File: src/rtl/clk_failover_ctrl.sv
module clk_failover_ctrl #(
  parameter int HOLD_CYC   = 4,
  parameter int STABLE_CYC = 6,
  parameter int REVERT_CYC = 12,
  parameter int RATE_MAX   = 2,
  parameter int WIN_CYC    = 64
) (
  input  logic       clk,
  input  logic       rst_n,
  input  logic [1:0] pri_lvl,
  input  logic [1:0] bak_lvl,
  input  logic       auto_revert,
  input  logic       revert_ok,
  input  logic       op_clear,
  output logic       use_backup,
  output logic [2:0] state,
  output logic [1:0] cause
);
  localparam logic [2:0] S_PRI = 3'd0, S_ARM = 3'd1, S_HOLD = 3'd2, S_OBS = 3'd3,
                         S_ONB = 3'd4, S_RQ = 3'd5, S_FL = 3'd6, S_PP = 3'd7;
  localparam int TMAX = (REVERT_CYC > STABLE_CYC) ?
                        ((REVERT_CYC > HOLD_CYC) ? REVERT_CYC : HOLD_CYC) :
                        ((STABLE_CYC > HOLD_CYC) ? STABLE_CYC : HOLD_CYC);
  localparam int TW = $clog2(TMAX + 1);
  localparam int WW = $clog2(WIN_CYC + 1);
  localparam int CW = $clog2(RATE_MAX + 1);

  logic [TW-1:0] tmr;
  logic [WW-1:0] wtmr;
  logic [CW-1:0] sw_cnt;

  wire [1:0] act_lvl   = use_backup ? bak_lvl : pri_lvl;
  wire       pri_bad   = pri_lvl[1];
  wire       bak_bad   = bak_lvl[1];
  wire       rate_full = (32'(sw_cnt) >= RATE_MAX);
  wire       wexp      = (32'(wtmr) == WIN_CYC - 1);
  wire       latched   = (state == S_FL) || (state == S_PP);
  wire       rq_done   = (32'(tmr) == REVERT_CYC - 1);
  wire       rq_go     = (state == S_RQ) && !bak_bad && (pri_lvl == 2'd0) && rq_done &&
                         (auto_revert || revert_ok);
  wire       fail_go   = (state == S_ARM) && pri_bad && !bak_bad;
  wire       fire      = (fail_go || rq_go) && !rate_full;

  always_ff @(posedge clk) begin
    if (!rst_n) begin
      sw_cnt <= '0;
      wtmr   <= '0;
    end else if (latched && op_clear) begin
      sw_cnt <= '0;
      wtmr   <= '0;
    end else if (fire) begin
      if (sw_cnt == '0 || wexp) begin
        sw_cnt <= CW'(1);
        wtmr   <= '0;
      end else begin
        sw_cnt <= sw_cnt + 1'b1;
        wtmr   <= wtmr + 1'b1;
      end
    end else if (sw_cnt != '0) begin
      if (wexp) begin
        sw_cnt <= '0;
        wtmr   <= '0;
      end else begin
        wtmr <= wtmr + 1'b1;
      end
    end
  end

  always_ff @(posedge clk) begin
    if (!rst_n) begin
      state      <= S_PRI;
      use_backup <= 1'b0;
      cause      <= 2'd0;
      tmr        <= '0;
    end else begin
      case (state)
        S_PRI: if (pri_lvl != 2'd0) state <= S_ARM;
        S_ARM: begin
          if (pri_lvl == 2'd0) state <= S_PRI;
          else if (pri_bad) begin
            if (bak_bad) state <= S_FL;
            else if (rate_full) state <= S_PP;
            else begin
              use_backup <= 1'b1;
              cause      <= 2'd1;
              state      <= S_HOLD;
              tmr        <= '0;
            end
          end
        end
        S_HOLD: begin
          if (32'(tmr) == HOLD_CYC - 1) begin
            state <= S_OBS;
            tmr   <= '0;
          end else tmr <= tmr + 1'b1;
        end
        S_OBS: begin
          if (act_lvl[1]) state <= S_FL;
          else if (32'(tmr) == STABLE_CYC - 1) begin
            state <= use_backup ? S_ONB : S_PRI;
            tmr   <= '0;
          end else tmr <= tmr + 1'b1;
        end
        S_ONB: begin
          if (bak_bad) state <= S_FL;
          else if (pri_lvl == 2'd0) begin
            state <= S_RQ;
            tmr   <= '0;
          end
        end
        S_RQ: begin
          if (bak_bad) state <= S_FL;
          else if (pri_lvl != 2'd0) state <= S_ONB;
          else if (!rq_done) tmr <= tmr + 1'b1;
          else if (auto_revert || revert_ok) begin
            if (rate_full) state <= S_PP;
            else begin
              use_backup <= 1'b0;
              cause      <= auto_revert ? 2'd2 : 2'd3;
              state      <= S_HOLD;
              tmr        <= '0;
            end
          end
        end
        default: if (op_clear) state <= use_backup ? S_ONB : S_PRI;
      endcase
    end
  end
endmodule


File: config.mk
export PLATFORM = sky130hd
export DESIGN_NAME = clk_failover_ctrl
export DESIGN_NICKNAME = d
export VERILOG_FILES = /design/src/rtl/clk_failover_ctrl.sv
export SDC_FILE = /design/constraint.sdc
export NUM_CORES = 1
export LEC_CHECK = 0
export ABC_CLOCK_PERIOD_IN_PS = 2000
export BUFFER_PORTS_ARGS = -buffer_cell sky130_fd_sc_hd__buf_4
export CORE_UTILIZATION = 50
export DETAILED_ROUTE_END_ITERATION = 8
export GPL_TIMING_DRIVEN = 0
export PLACE_DENSITY = 0.71
export SLEW_MARGIN = 10
export SYNTH_ARGS = -nofsm -noshare
export SYNTH_HDL_FRONTEND = slang
export SYNTH_SLANG_ARGS = --single-unit
export TNS_END_PERCENT = 1
File: constraint.sdc
create_clock -name clk -period 2 [get_ports clk]
set_input_delay 0.3 -clock clk [delete_from_list [all_inputs] [get_ports clk]]
set_output_delay 0.3 -clock clk [all_outputs]
set_load 0.02 [all_outputs]
==> results.yml <==
clocking:
  postCtsHoldBufs: 0
  cts_buffer_depth: 2
  cts_tree: "yes"
  cts-root-buf: "clkbuf_4"
  cts_max_level: 1
  cts.clk_slew.worst_paths_ns: 0.11
  numCtsBuffers: 3
  cts.sinks: 19
  clk_latency_ns: 0.30
worst_setup_path:
  rrSetupSlack_ns: 0.11
  r2r_cells: 5
  crit_path_end_kind: "register"
  cp_cell_sequence: "mux2i_1 -> o32ai_4 -> nor3_2 -> o211ai_1 -> a32o_1"
  arrival_ns: 2.10
  critPathMaxStageDelay_ns: 0.48
  required_ns: 2.21
  rr_endpoint: "tmr[2]"
  timing.rr.start: "use_backup"
  crit_path_end: "tmr[2]"
  cp_max_fo: 5
  critPathKind: "register to register"
  cp-startpoint: "use_backup"
  slowest_stage: "dfxtp_1"
  cp-start-kind: "register"
pwr:
  power-per-cell-area_nw_per_um2: 944
  pwr-share-clk_pct: 13.5
  p_comb_share_pct: 54.0
  p_int_w: 0.000831
  ir_worst_vdd_mv: 0.700
  sw_frac_of_total_pct: 44.7
  p_leak_nw: 0.547
  pwr-share-seq_pct: 32.5
  p_sw_w: 0.000672
final_layout:
  drive_above_1_share_pct: 19.5
  synthToLayoutAreaGrowth_pct: 15.4
  nFillCells: 225
  insertedDiodeCount: 0
  nets: 210
synth:
  syn_area_um2: 1380
  ys_seq_area_share_pct: 27.6
  netlist-cell-type-count: 47
  netlist.area_leader.share_pct: 27.6
  avgSynthCellArea_um2: 7.66
  synth.most_common_cell: "dfxtp_1"
  synthFlopType: "dfxtp_1"
  syn_nets: 194
  synth_edf_count: 0
  synth_commonest_cells: "19 x dfxtp_1, 18 x nand2_1, 16 x nor2_1, 15 x o21ai_0"
  synth_top_cell_by_area: "dfxtp_1"
  synth.top_cells.by_area: "dfxtp_1 28%, o21ai_0 5.4%, nand2_1 4.9%"
  synth_seq_cells: 19
  netlist_instances: 180
  synth_warnings: 0
  async_reset_ff_share_pct: 0
floorplan:
  core-area_um2: 2540
  die_area_um2: 2970
  row_count: 18
  start_util_pct: 54.2
  io_pins: 15
  fp.dieW_um: 54.5
  fp.dieH_um: 54.5
drt:
  via_count: 1450
  initialDrtViolationCount: 56
  postRouteAntennaNets: 0
  wl_per_cell_um: 14.9
  first_pass_iters: 5
  via_per_inst: 6.44
  drt_wl_total_mm: 3.36
  drc_errors: 0
global_route:
  grt_overflow: 0
  track_usage_pct: 26.8
  grt_pass1_wl_mm: 5.69
  grt_max_degree: 12
  grt_antenna_before_repair: 0
  grt_pass1_vias: 1267
outcome:
  status: "completed"
timing:
  period_share_pct: 94.6
  drv_slew: 0
  finClkSkew_ns: 0.00199
  maxSlewHeadroom_pct: 50.4
  max_freq_mhz: 529
  rsz0062_at_grt: "yes"
  worst_pin_slew_ns: 0.734
  hold_ws_ns: 0.201
  fin_ws_ns: 0.109
  period_minus_slack_ns: 1.89
  setup_viol: 0
  hold_viol_final: 0
place:
  pre_cts_ws_ns: -0.0248
  place.gp.congestion: 0.848
  io_buffers: 10
  hpwl_mm: 2.54
job:
  max-cap-violations: 0
min_path:
  hp-class: "primary input to register"
  hp-start: "auto_revert"
==> area by class of cell <==
cell class	instances	area [um^2]	share of cell area [%]
tap	30	37.5	2.36
multi-input combinational	141	957	60.1
buffer	11	67.6	4.25
clock inverter	1	5.00	0.314
sequential	19	385	24.2
inverter	9	33.8	2.12
timing repair buffer	11	82.6	5.19
clock buffer	3	22.5	1.42
==> sequential cells by signal (all words and copies together) (netlist names) <==
name / flops
cause: 2
state: 3
sw_cnt: 2
tmr: 4
use_backup: 1
wtmr: 7
==> timing repair <==
item | in CTS | in global routing
pin swaps | 0 | 2
setup buffers | 0 | 1
endpoints found under the setup margin | 10 | 16
gates resized for setup | 2 | 11
==> cells by family after synthesis <==
logic type               count (synthesis)  share of synthesized area (%)
AND/OR/NAND/NOR                         77                           30.0
flip-flops                              19                           27.6
multiplexers                             4                           2.90
adder cells (fa/ha/maj)                  5                           4.54
AO/OA/AOI/OAI                           55                           27.7
buffers and inverters                   20                           7.26
==> layer usage <==
metal	track usage, %	routed length (um)	vias to the layer above
met5	0	0	-
met4	12.0	74	0
met3	4.44	257	11
met2	41.9	1480	65
met1	36.0	1550	678
li1	-	-	696
==> how the worst min path moves through the flow <==
stage                    end  slack [ns]  cells past startpoint
CTS                 cause[0]        0.20                      2
detailed placement   wtmr[6]        0.42                      2
floorplan            wtmr[6]        0.41                      2
global placement     wtmr[6]        0.42                      2
finish              cause[0]        0.20                      2
global route        cause[0]        0.19                      2
==> per-stage QoR <==
step	TNS [ns]	utilization (%)	cell area, um^2	power [W]	instances
3_3_place_gp	-0.0165	58.6	1490	0.00123	220
6_report	0	62.5	1590	0.00150	225
2_1_floorplan	0	-	1380	0.00106	180
5_1_grt	-0.00136	62.5	1590	0.00162	225
3_5_place_dp	-0.129	58.6	1490	0.00125	220
4_1_cts	0	59.8	1520	0.00145	224
==> placed cells by master, fill, tap and decap left out, types with 5 or more instances in the layout <==
cell type  netlist  routed
a211oi_1         6       5
a21oi_1          8       8
a31oi_1          5       5
and2_1           5       5
buf_4            1      12
dfxtp_1         19      17
inv_1            8       8
nand2_1         18      18
nand3_1          6       6
nor2_1          16      16
nor3_1           5       5
o21ai_0         15      15
==> worst max-delay path, delay by kind of cell (launching register included) <==
kind	cells	cell delay (ns)
AOI/OAI and AO/OA	3	0.58
DFF	1	0.48
muxes	1	0.42
and+or+nand+nor	1	0.32
==> power groups by stage <==
stage	clock [W]	sequential [W]	combinational, W
after global placement	0	0.000484	0.000750
after CTS	0.000204	0.000479	0.000771
after floorplan	0	0.000506	0.000553
final	0.000203	0.000489	0.000811
after global routing	0.000228	0.000495	0.000894
after detailed placement	0	0.000485	0.000768
No activity file was read; power rests on OpenSTA's default activity.
